[src/rtl/pcc_pkg.sv]
package pcc_pkg;

    typedef enum logic [2:0] {
        ST_RUN   = 3'd0,
        ST_SLEEP = 3'd1,
        ST_WATCH = 3'd2,
        ST_STOP  = 3'd3,
        ST_STBY  = 3'd4,
        ST_WAKE  = 3'd5
    } pcc_state_e;

    localparam logic ADDR_LPM = 1'b0;
    localparam logic ADDR_CKS = 1'b1;

    // mode control register bit positions
    localparam int LPM_STOP  = 7;
    localparam int LPM_SLEEP = 6;
    localparam int LPM_HIZ   = 5;
    localparam int LPM_SWRST = 4;
    localparam int LPM_CG_LO = 1;

    // clock select register bit positions
    localparam int CKS_STAT  = 6;
    localparam int CKS_WS_LO = 4;
    localparam int CKS_SEL   = 2;
    localparam int CKS_MU_LO = 0;

    localparam logic [2:0] MODE_PLL_RUN   = 3'd0;
    localparam logic [2:0] MODE_PLL_SLEEP = 3'd1;
    localparam logic [2:0] MODE_MAIN_RUN  = 3'd2;
    localparam logic [2:0] MODE_MAIN_SLP  = 3'd3;
    localparam logic [2:0] MODE_WATCH     = 3'd4;
    localparam logic [2:0] MODE_STOP      = 3'd5;
    localparam logic [2:0] MODE_STBY      = 3'd6;
    localparam logic [2:0] MODE_WAKE      = 3'd7;

endpackage

[src/rtl/pcc_regs.sv]
module pcc_regs
    import pcc_pkg::*;
(
    input  logic       clk,
    input  logic       rst_n,
    input  logic       wr,
    input  logic       addr,
    input  logic [7:0] wdata,
    input  logic       mcm,
    output logic       spl,
    output logic [1:0] cg,
    output logic [1:0] ws,
    output logic       sel_main,
    output logic [1:0] mult,
    output logic       stop_req,
    output logic       sleep_req,
    output logic       swrst,
    output logic [7:0] rdata
);

    typedef struct packed {
        logic       spl;
        logic [1:0] cg;
        logic [1:0] ws;
        logic       sel;
        logic [1:0] mult;
        logic       swrst;
    } regs_t;

    localparam regs_t REGS_RST = '{spl: 1'b0, cg: 2'b00, ws: 2'b11,
                                   sel: 1'b1, mult: 2'b00, swrst: 1'b0};

    regs_t r_d, r_q;
    logic  wr_lpm, wr_cks;
    logic  unused_wdata;

    assign unused_wdata = wdata[3];

    always_comb begin
        wr_lpm   = wr && (addr == ADDR_LPM);
        wr_cks   = wr && (addr == ADDR_CKS);
        r_d      = r_q;
        r_d.swrst = 1'b0;
        if (wr_lpm) begin
            r_d.spl   = wdata[LPM_HIZ];
            r_d.cg    = wdata[LPM_CG_LO +: 2];
            r_d.swrst = !wdata[LPM_SWRST];
        end
        if (wr_cks) begin
            r_d.ws   = wdata[CKS_WS_LO +: 2];
            r_d.sel  = wdata[CKS_SEL];
            r_d.mult = wdata[CKS_MU_LO +: 2];
        end
    end

    always_ff @(posedge clk or negedge rst_n) begin
        if (!rst_n) r_q <= REGS_RST;
        else        r_q <= r_d;
    end

    assign stop_req  = wr_lpm && wdata[LPM_STOP];
    assign sleep_req = wr_lpm && wdata[LPM_SLEEP];
    assign spl       = r_q.spl;
    assign cg        = r_q.cg;
    assign ws        = r_q.ws;
    assign sel_main  = r_q.sel;
    assign mult      = r_q.mult;
    assign swrst     = r_q.swrst;

    always_comb begin
        if (addr == ADDR_LPM)
            rdata = {2'b00, r_q.spl, 1'b1, 1'b0, r_q.cg, 1'b0};
        else
            rdata = {1'b1, mcm, r_q.ws, 1'b1, r_q.sel, r_q.mult};
    end

    AST_SWRST_SOURCE: assert property (@(posedge clk) disable iff (!rst_n)
        swrst |-> $past(wr && (addr == ADDR_LPM) && !wdata[LPM_SWRST]));

endmodule

[src/rtl/pcc_seq.sv]
module pcc_seq
    import pcc_pkg::*;
#(
    parameter int WAIT_EXP0 = 2,
    parameter int WAIT_EXP1 = 12,
    parameter int WAIT_EXP2 = 13,
    parameter int WAIT_EXP3 = 15
) (
    input  logic       clk,
    input  logic       rst_n,
    input  logic       hw_stby,
    input  logic       irq,
    input  logic       stop_req,
    input  logic       sleep_req,
    input  logic       sel_main,
    input  logic [1:0] ws,
    input  logic       pll_lock,
    output pcc_state_e state,
    output logic       mcm,
    output logic       ph
);

    localparam int MAX01 = (WAIT_EXP0 > WAIT_EXP1) ? WAIT_EXP0 : WAIT_EXP1;
    localparam int MAX23 = (WAIT_EXP2 > WAIT_EXP3) ? WAIT_EXP2 : WAIT_EXP3;
    localparam int MAXE  = (MAX01 > MAX23) ? MAX01 : MAX23;
    localparam int CW    = (MAXE < 1) ? 1 : MAXE;

    typedef struct packed {
        pcc_state_e    st;
        logic [CW-1:0] cnt;
        logic          mcm;
        logic          ph;
    } seq_t;

    seq_t s_d, s_q;

    function automatic logic [CW-1:0] wait_m1(input logic [1:0] code);
        int e;
        case (code)
            2'd0:    e = WAIT_EXP0;
            2'd1:    e = WAIT_EXP1;
            2'd2:    e = WAIT_EXP2;
            default: e = WAIT_EXP3;
        endcase
        return CW'((32'd1 << e) - 32'd1);
    endfunction

    always_comb begin
        s_d    = s_q;
        s_d.ph = !s_q.ph;
        case (s_q.st)
            ST_RUN: begin
                if (!irq) begin
                    if (stop_req && sleep_req) s_d.st = ST_WATCH;
                    else if (stop_req)         s_d.st = ST_STOP;
                    else if (sleep_req)        s_d.st = ST_SLEEP;
                end
            end
            ST_SLEEP, ST_WATCH: if (irq) s_d.st = ST_RUN;
            ST_STOP:            if (irq) s_d.st = ST_WAKE;
            ST_STBY:            s_d.st = ST_WAKE;
            ST_WAKE: begin
                if (s_q.cnt == '0) s_d.st  = ST_RUN;
                else               s_d.cnt = s_q.cnt - CW'(1);
            end
            default: s_d.st = ST_RUN;
        endcase
        if (hw_stby) s_d.st = ST_STBY;
        if (s_d.st == ST_WAKE && s_q.st != ST_WAKE) s_d.cnt = wait_m1(ws);

        if (s_q.st != ST_RUN && s_q.st != ST_SLEEP) s_d.mcm = 1'b1;
        else if (sel_main)                          s_d.mcm = 1'b1;
        else if (pll_lock)                          s_d.mcm = 1'b0;
    end

    always_ff @(posedge clk or negedge rst_n) begin
        if (!rst_n) s_q <= '{st: ST_RUN, cnt: '0, mcm: 1'b1, ph: 1'b0};
        else        s_q <= s_d;
    end

    assign state = s_q.st;
    assign mcm   = s_q.mcm;
    assign ph    = s_q.ph;

    AST_STBY_ENTRY: assert property (@(posedge clk) disable iff (!rst_n)
        hw_stby |=> (s_q.st == ST_STBY));
    AST_WAKE_FROM_STOP: assert property (@(posedge clk) disable iff (!rst_n)
        (s_q.st == ST_STOP && irq && !hw_stby) |=> (s_q.st == ST_WAKE));
    AST_WAKE_DONE: assert property (@(posedge clk) disable iff (!rst_n)
        (s_q.st == ST_WAKE && s_q.cnt == '0 && !hw_stby) |=> (s_q.st == ST_RUN));
    AST_IRQ_EXIT: assert property (@(posedge clk) disable iff (!rst_n)
        ((s_q.st == ST_SLEEP || s_q.st == ST_WATCH) && irq && !hw_stby) |=> (s_q.st == ST_RUN));
    AST_PLL_STATUS: assert property (@(posedge clk) disable iff (!rst_n)
        $fell(s_q.mcm) |-> $past(pll_lock));

endmodule

[src/rtl/pcc_throttle.sv]
module pcc_throttle #(
    parameter int PAUSE_UNIT = 8
) (
    input  logic       clk,
    input  logic       rst_n,
    input  logic       access,
    input  logic       run,
    input  logic [1:0] code,
    output logic       pausing
);

    localparam int PMAX = 4 * PAUSE_UNIT;
    localparam int PW   = $clog2(PMAX + 1);

    typedef struct packed {
        logic [PW-1:0] cnt;
    } thr_t;

    thr_t t_d, t_q;

    function automatic logic [PW-1:0] pause_len(input logic [1:0] c);
        if (c == 2'd0) return '0;
        return PW'(PAUSE_UNIT << (int'(c) - 1));
    endfunction

    always_comb begin
        t_d = t_q;
        if (t_q.cnt != '0)          t_d.cnt = t_q.cnt - PW'(1);
        else if (access && run)     t_d.cnt = pause_len(code);
    end

    always_ff @(posedge clk or negedge rst_n) begin
        if (!rst_n) t_q <= '{cnt: '0};
        else        t_q <= t_d;
    end

    assign pausing = (t_q.cnt != '0);

    AST_PAUSE_COUNTDOWN: assert property (@(posedge clk) disable iff (!rst_n)
        (t_q.cnt != '0) |=> (t_q.cnt == $past(t_q.cnt) - PW'(1)));

endmodule

[src/rtl/pwr_clk_ctrl.sv]
module pwr_clk_ctrl
    import pcc_pkg::*;
#(
    parameter int WAIT_EXP0  = 2,
    parameter int WAIT_EXP1  = 12,
    parameter int WAIT_EXP2  = 13,
    parameter int WAIT_EXP3  = 15,
    parameter int PAUSE_UNIT = 8
) (
    input  logic       clk,
    input  logic       rst_n,
    input  logic       hw_stby,
    input  logic       reg_wr,
    input  logic       reg_addr,
    input  logic [7:0] reg_wdata,
    output logic [7:0] reg_rdata,
    input  logic       irq_wake,
    input  logic       cpu_access,
    input  logic       pll_lock,
    output logic       osc_en,
    output logic       pll_en,
    output logic [1:0] pll_mult,
    output logic       pll_src,
    output logic       cpu_clk_en,
    output logic       per_clk_en,
    output logic       tbt_clk_en,
    output logic       sys_rst_pulse,
    output logic       pins_hiz,
    output logic [2:0] mode
);

    logic       spl, sel_main, stop_req, sleep_req, mcm, ph, pausing, tick;
    logic [1:0] cg, ws;
    pcc_state_e state;

    pcc_regs i_regs (
        .clk      (clk),
        .rst_n    (rst_n),
        .wr       (reg_wr),
        .addr     (reg_addr),
        .wdata    (reg_wdata),
        .mcm      (mcm),
        .spl      (spl),
        .cg       (cg),
        .ws       (ws),
        .sel_main (sel_main),
        .mult     (pll_mult),
        .stop_req (stop_req),
        .sleep_req(sleep_req),
        .swrst    (sys_rst_pulse),
        .rdata    (reg_rdata)
    );

    pcc_seq #(
        .WAIT_EXP0(WAIT_EXP0),
        .WAIT_EXP1(WAIT_EXP1),
        .WAIT_EXP2(WAIT_EXP2),
        .WAIT_EXP3(WAIT_EXP3)
    ) i_seq (
        .clk      (clk),
        .rst_n    (rst_n),
        .hw_stby  (hw_stby),
        .irq      (irq_wake),
        .stop_req (stop_req),
        .sleep_req(sleep_req),
        .sel_main (sel_main),
        .ws       (ws),
        .pll_lock (pll_lock),
        .state    (state),
        .mcm      (mcm),
        .ph       (ph)
    );

    pcc_throttle #(.PAUSE_UNIT(PAUSE_UNIT)) i_thr (
        .clk    (clk),
        .rst_n  (rst_n),
        .access (cpu_access),
        .run    (state == ST_RUN),
        .code   (cg),
        .pausing(pausing)
    );

    always_comb begin
        tick       = mcm ? ph : 1'b1;
        cpu_clk_en = 1'b0;
        per_clk_en = 1'b0;
        tbt_clk_en = 1'b0;
        osc_en     = 1'b0;
        pll_en     = 1'b0;
        pins_hiz   = 1'b0;
        mode       = MODE_WAKE;
        case (state)
            ST_RUN: begin
                cpu_clk_en = tick && !pausing;
                per_clk_en = tick;
                tbt_clk_en = tick;
                osc_en     = 1'b1;
                pll_en     = !sel_main;
                mode       = mcm ? MODE_MAIN_RUN : MODE_PLL_RUN;
            end
            ST_SLEEP: begin
                per_clk_en = tick;
                tbt_clk_en = tick;
                osc_en     = 1'b1;
                pll_en     = !sel_main;
                mode       = mcm ? MODE_MAIN_SLP : MODE_PLL_SLEEP;
            end
            ST_WATCH: begin
                tbt_clk_en = ph;
                osc_en     = 1'b1;
                pins_hiz   = spl;
                mode       = MODE_WATCH;
            end
            ST_STOP: begin
                pins_hiz = spl;
                mode     = MODE_STOP;
            end
            ST_STBY: begin
                pins_hiz = spl;
                mode     = MODE_STBY;
            end
            default: begin
                osc_en = 1'b1;
                mode   = MODE_WAKE;
            end
        endcase
    end

    assign pll_src = !mcm;

    AST_SLEEP_GATES_CPU: assert property (@(posedge clk) disable iff (!rst_n)
        (state == ST_RUN && sleep_req && !stop_req && !irq_wake && !hw_stby) |=> !cpu_clk_en);
    AST_STOP_KILLS_OSC: assert property (@(posedge clk) disable iff (!rst_n)
        (state == ST_RUN && stop_req && !sleep_req && !irq_wake && !hw_stby) |=> (!osc_en && !pll_en));
    AST_PAUSE_BLOCKS_CPU: assert property (@(posedge clk) disable iff (!rst_n)
        pausing |-> !cpu_clk_en);

endmodule

[config.mk]
export PLATFORM = sky130hd
export DESIGN_NAME = pwr_clk_ctrl
export DESIGN_NICKNAME = d
export VERILOG_FILES = /design/src/rtl/pcc_pkg.sv /design/src/rtl/pcc_regs.sv /design/src/rtl/pcc_seq.sv /design/src/rtl/pcc_throttle.sv /design/src/rtl/pwr_clk_ctrl.sv
export SDC_FILE = /design/constraint.sdc
export NUM_CORES = 1
export LEC_CHECK = 0
export BUFFER_PORTS_ARGS = -buffer_cell sky130_fd_sc_hd__buf_2
export CAP_MARGIN = 15
export CORE_MARGIN = 4
export CORE_UTILIZATION = 45
export DETAILED_ROUTE_END_ITERATION = 6
export HOLD_SLACK_MARGIN = 0.12
export PLACE_DENSITY_LB_ADDON = 0.15
export REMOVE_ABC_BUFFERS = 1
export SYNTH_ARGS = -nofsm -noshare
export SYNTH_HDL_FRONTEND = slang
export SYNTH_SLANG_ARGS = --single-unit
[constraint.sdc]
create_clock -name clk -period 4.5 [get_ports clk]
set_input_delay 0 -clock clk [delete_from_list [all_inputs] [get_ports clk]]
set_output_delay 0 -clock clk [all_outputs]
set_load 0.005 [all_outputs]
==> flow_metrics.py <==
metrics = {
    "setup_path": {
        "reg2reg_to": "i_seq.s_q[16]",
        "critPathCaptureType": "register",
        "worst-r2r-setup-slack_ps": 1620,
        "cp.arrival_ps": 3080,
        "worst_setup_path_start_kind": "register",
        "cpMaxStageDelayCell": "dfrtp_1",
        "critPathRequiredTime_ps": 4690,
        "crit_buf_inv": 0,
        "cp_cell_sequence": "o41ai_1, a32oi_1, or2_2, nand2_1, ha_1, nand4b_4, nor3b_2, nor3_1, a211oi_1",
        "cp_max_fo": 16,
        "max_stage_delay_ps": 500,
        "cpLargestDelayFamily": "simple AND/OR/NAND/NOR gates",
        "critical_path_class": "reg -> reg",
        "r2r_cells": 9,
        "r2r-start": "i_seq.state[0]",
    },
    "timing": {
        "max_slew_margin_pct": 49.6,
        "slew_violations": 0,
        "max_clock_freq_ghz": 0.347,
        "fin_skew_ps": 6.10,
        "min_period_ps": 2880,
        "hold_violations": 0,
        "worst_pin_slew_ps": 756,
        "grt_setup_unrepaired": "no",
        "timing.final.ws_setup_ps": 1620,
        "setup_viol": 0,
        "fin_tns_setup_ps": 0,
        "fin_crit_sh_pct": 64.1,
    },
    "synth": {
        "yosysWarnings": 0,
        "synth.most_common_cell": "dfrtp_1",
        "synth.top_cells.by_area": "dfrtp_1, dfstp_2, mux2_2",
        "synth_top_area_share_pct": 37.6,
        "synth-edff-count": 0,
        "synthTopCellsByCount": "dfrtp_1, nand2_1, nor2_1, a21oi_1, mux2_2",
        "synthFlopType": "dfrtp_1",
        "synth-seq-area-share_pct": 42.7,
        "ys_ff_latch": 35,
        "synth_area_um2": 2060,
        "yosys.area.top_type": "dfrtp_1",
        "synthArstFlopShare_pct": 100,
        "syn_inst": 212,
        "synth_cell_types": 52,
        "syn_avg_cell_area_um2": 9.73,
    },
    "worst_hold_path": {
        "hold_class": "in -> reg",
        "worstHoldPathCells": 3,
        "hold-path-endpoint": "i_regs.ws[0]",
        "hold_start": "reg_wr",
    },
    "finish": {
        "multiInputGateArea_um2": 1080,
        "drive_gt1_share_pct": 24.8,
        "finish.net_count": 276,
        "area_growth_pct": 20.0,
        "seq_area_um2": 881,
        "design_area_um2": 2480,
        "instances_no_fill": 310,
        "insertedDiodeCount": 0,
        "fillers": 400,
    },
    "die": {
        "dieArea_um2": 5730,
        "die_width_um": 75.7,
        "start_util_pct": 47.1,
        "dieHeight_um": 75.7,
        "ios": 37,
        "num_rows": 24,
        "core-area_um2": 4380,
    },
    "cts": {
        "cts_setup_buffers": 0,
        "cts-root-buf": "clkbuf_8",
        "clock_sinks": 35,
        "cts.clk_slew.worst_paths_ps": 70,
        "cts_tree": "built",
        "htree_levels": 2,
        "clk_latency_ps": 290,
        "cts_resized": 0,
        "cts_buffers": 5,
        "clockBufferDepth": 2,
    },
    "global_routing": {
        "grt_pass1_wl_um": 7330,
        "grtUsageTotal_pct": 16.8,
        "grt_overflow": 0,
        "antenna_found_initial": 0,
        "first_global_vias": 1663,
        "grt_max_degree": 36,
    },
    "route": {
        "num_vias": 1718,
        "dr.pass1.iters": 5,
        "vias_per_cell": 5.54,
        "drc": 0,
        "avgRoutedWirePerCell_um": 14.3,
        "antenna_left": 0,
        "drt_iter0_drc": 73,
        "wirelength_um": 4430,
    },
    "power": {
        "p_per_area_nw_per_um2": 416,
        "p_leak_nw": 1.07,
        "vdd_ir_drop_max_v": 0.000270,
    },
    "placement": {
        "hpwlAfterDp_um": 3140,
        "dp_cells": 287,
        "gp_congestion": 0.875,
        "place_ws_ps": 1610,
        "portBuffers": 35,
        "placed_area_um2": 2230,
    },
    "outcome": {
        "status": "finished clean",
    },
    "run": {
        "maxCapViolCount": 0,
    },
}
[cell families after synthesis]
| family | Yosys count | synth area share (%) |
|---|---|---|
| simple gates | 88 | 24.8 |
| xor+xnor | 13 | 5.52 |
| buf+inv | 20 | 4.79 |
| mux | 12 | 6.37 |
| flops | 35 | 42.7 |
| compound gates | 41 | 14.0 |
| fa+ha+maj | 3 | 1.82 |
[cell type report]
type	instances	share of cell area, %
inverter	8	1.21
clock buffer	7	3.49
sequential	35	35.6
tap	52	2.63
multi-input combinational	157	43.8
timing repair buffer	50	13.1
clock inverter	1	0.202
[power breakdown]
group | total [mW] | internal (mW) | switching, mW
Clock | 0.237 | 0.123 | 0.113
Combinational | 0.288 | 0.149 | 0.139
Sequential | 0.504 | 0.402 | 0.102
[state kept, by name, summed over array words and instances, names as in the netlist]
register / flops
i_regs.cg: 2
i_regs.mult: 2
i_regs.sel_main: 1
i_regs.spl: 1
i_regs.swrst: 1
i_regs.ws: 2
i_seq.mcm: 1
i_seq.ph: 1
i_seq.s_q: 15
i_seq.state: 3
i_thr.t_q: 6
[worst max-delay path by stage]
stage	slack, ps	to	cells past startpoint	startpoint
floorplan	2010	i_seq.s_q[16]	9	i_seq.state[1]
global placement	1640	i_seq.s_q[16]	9	i_seq.state[0]
detailed placement	1610	i_seq.s_q[16]	9	i_seq.state[0]
CTS	1570	i_seq.s_q[16]	9	i_seq.state[0]
global route	1290	i_seq.s_q[16]	9	i_seq.state[0]
finish	1620	i_seq.s_q[16]	9	i_seq.state[0]
[routing by layer]
metal  wire, um  GRT usage (%)  vias to the layer above
met2       2130           27.0                       32
met1       2060           22.2                      830
met4         62           5.83                        0
met5          0              0                        -
li1           -              -                      849
met3        172           3.96                        7
[tightest hold or removal path: stages]
cell and delay [ps]:
buf_2 120, nand2_1 200, mux2_2 190
[repair_timing]
action / 4_1_cts / 5_1_grt
hold endpoints to repair: 45 / 0
hold buffers: 15 / 0
setup endpoints to repair: 0 / 0
[stage by stage]
stage	util [%]	power [mW]	hold WS (ps)
2_1_floorplan	-	0.699	-296
3_3_place_gp	51.0	0.780	127
3_5_place_dp	51.0	0.787	130
4_1_cts	56.5	1.04	263
5_1_grt	56.5	1.10	286
6_report	56.5	1.03	253
[layout by cell type, fill, tap and decap left out, types with 3 or more instances in the layout]
master,synthesis,layout
buf_2,5,35
dfrtp_1,31,31
nand2_1,20,20
nor2_1,17,17
dlygate4sd3_1,0,15
a21oi_1,12,12
mux2_2,9,9
inv_1,8,8
nor3_1,8,8
nand3b_1,7,7
xor2_1,7,7
nand3_1,7,7
o21ai_0,7,7
xnor2_1,6,6
clkbuf_8,0,6
nor4_1,4,4
dfstp_2,4,4
nand2b_1,3,3
mux2i_1,3,3
or2_2,3,3
and2_1,3,3
ha_1,3,3
Power figures use the tool's default switching activity.
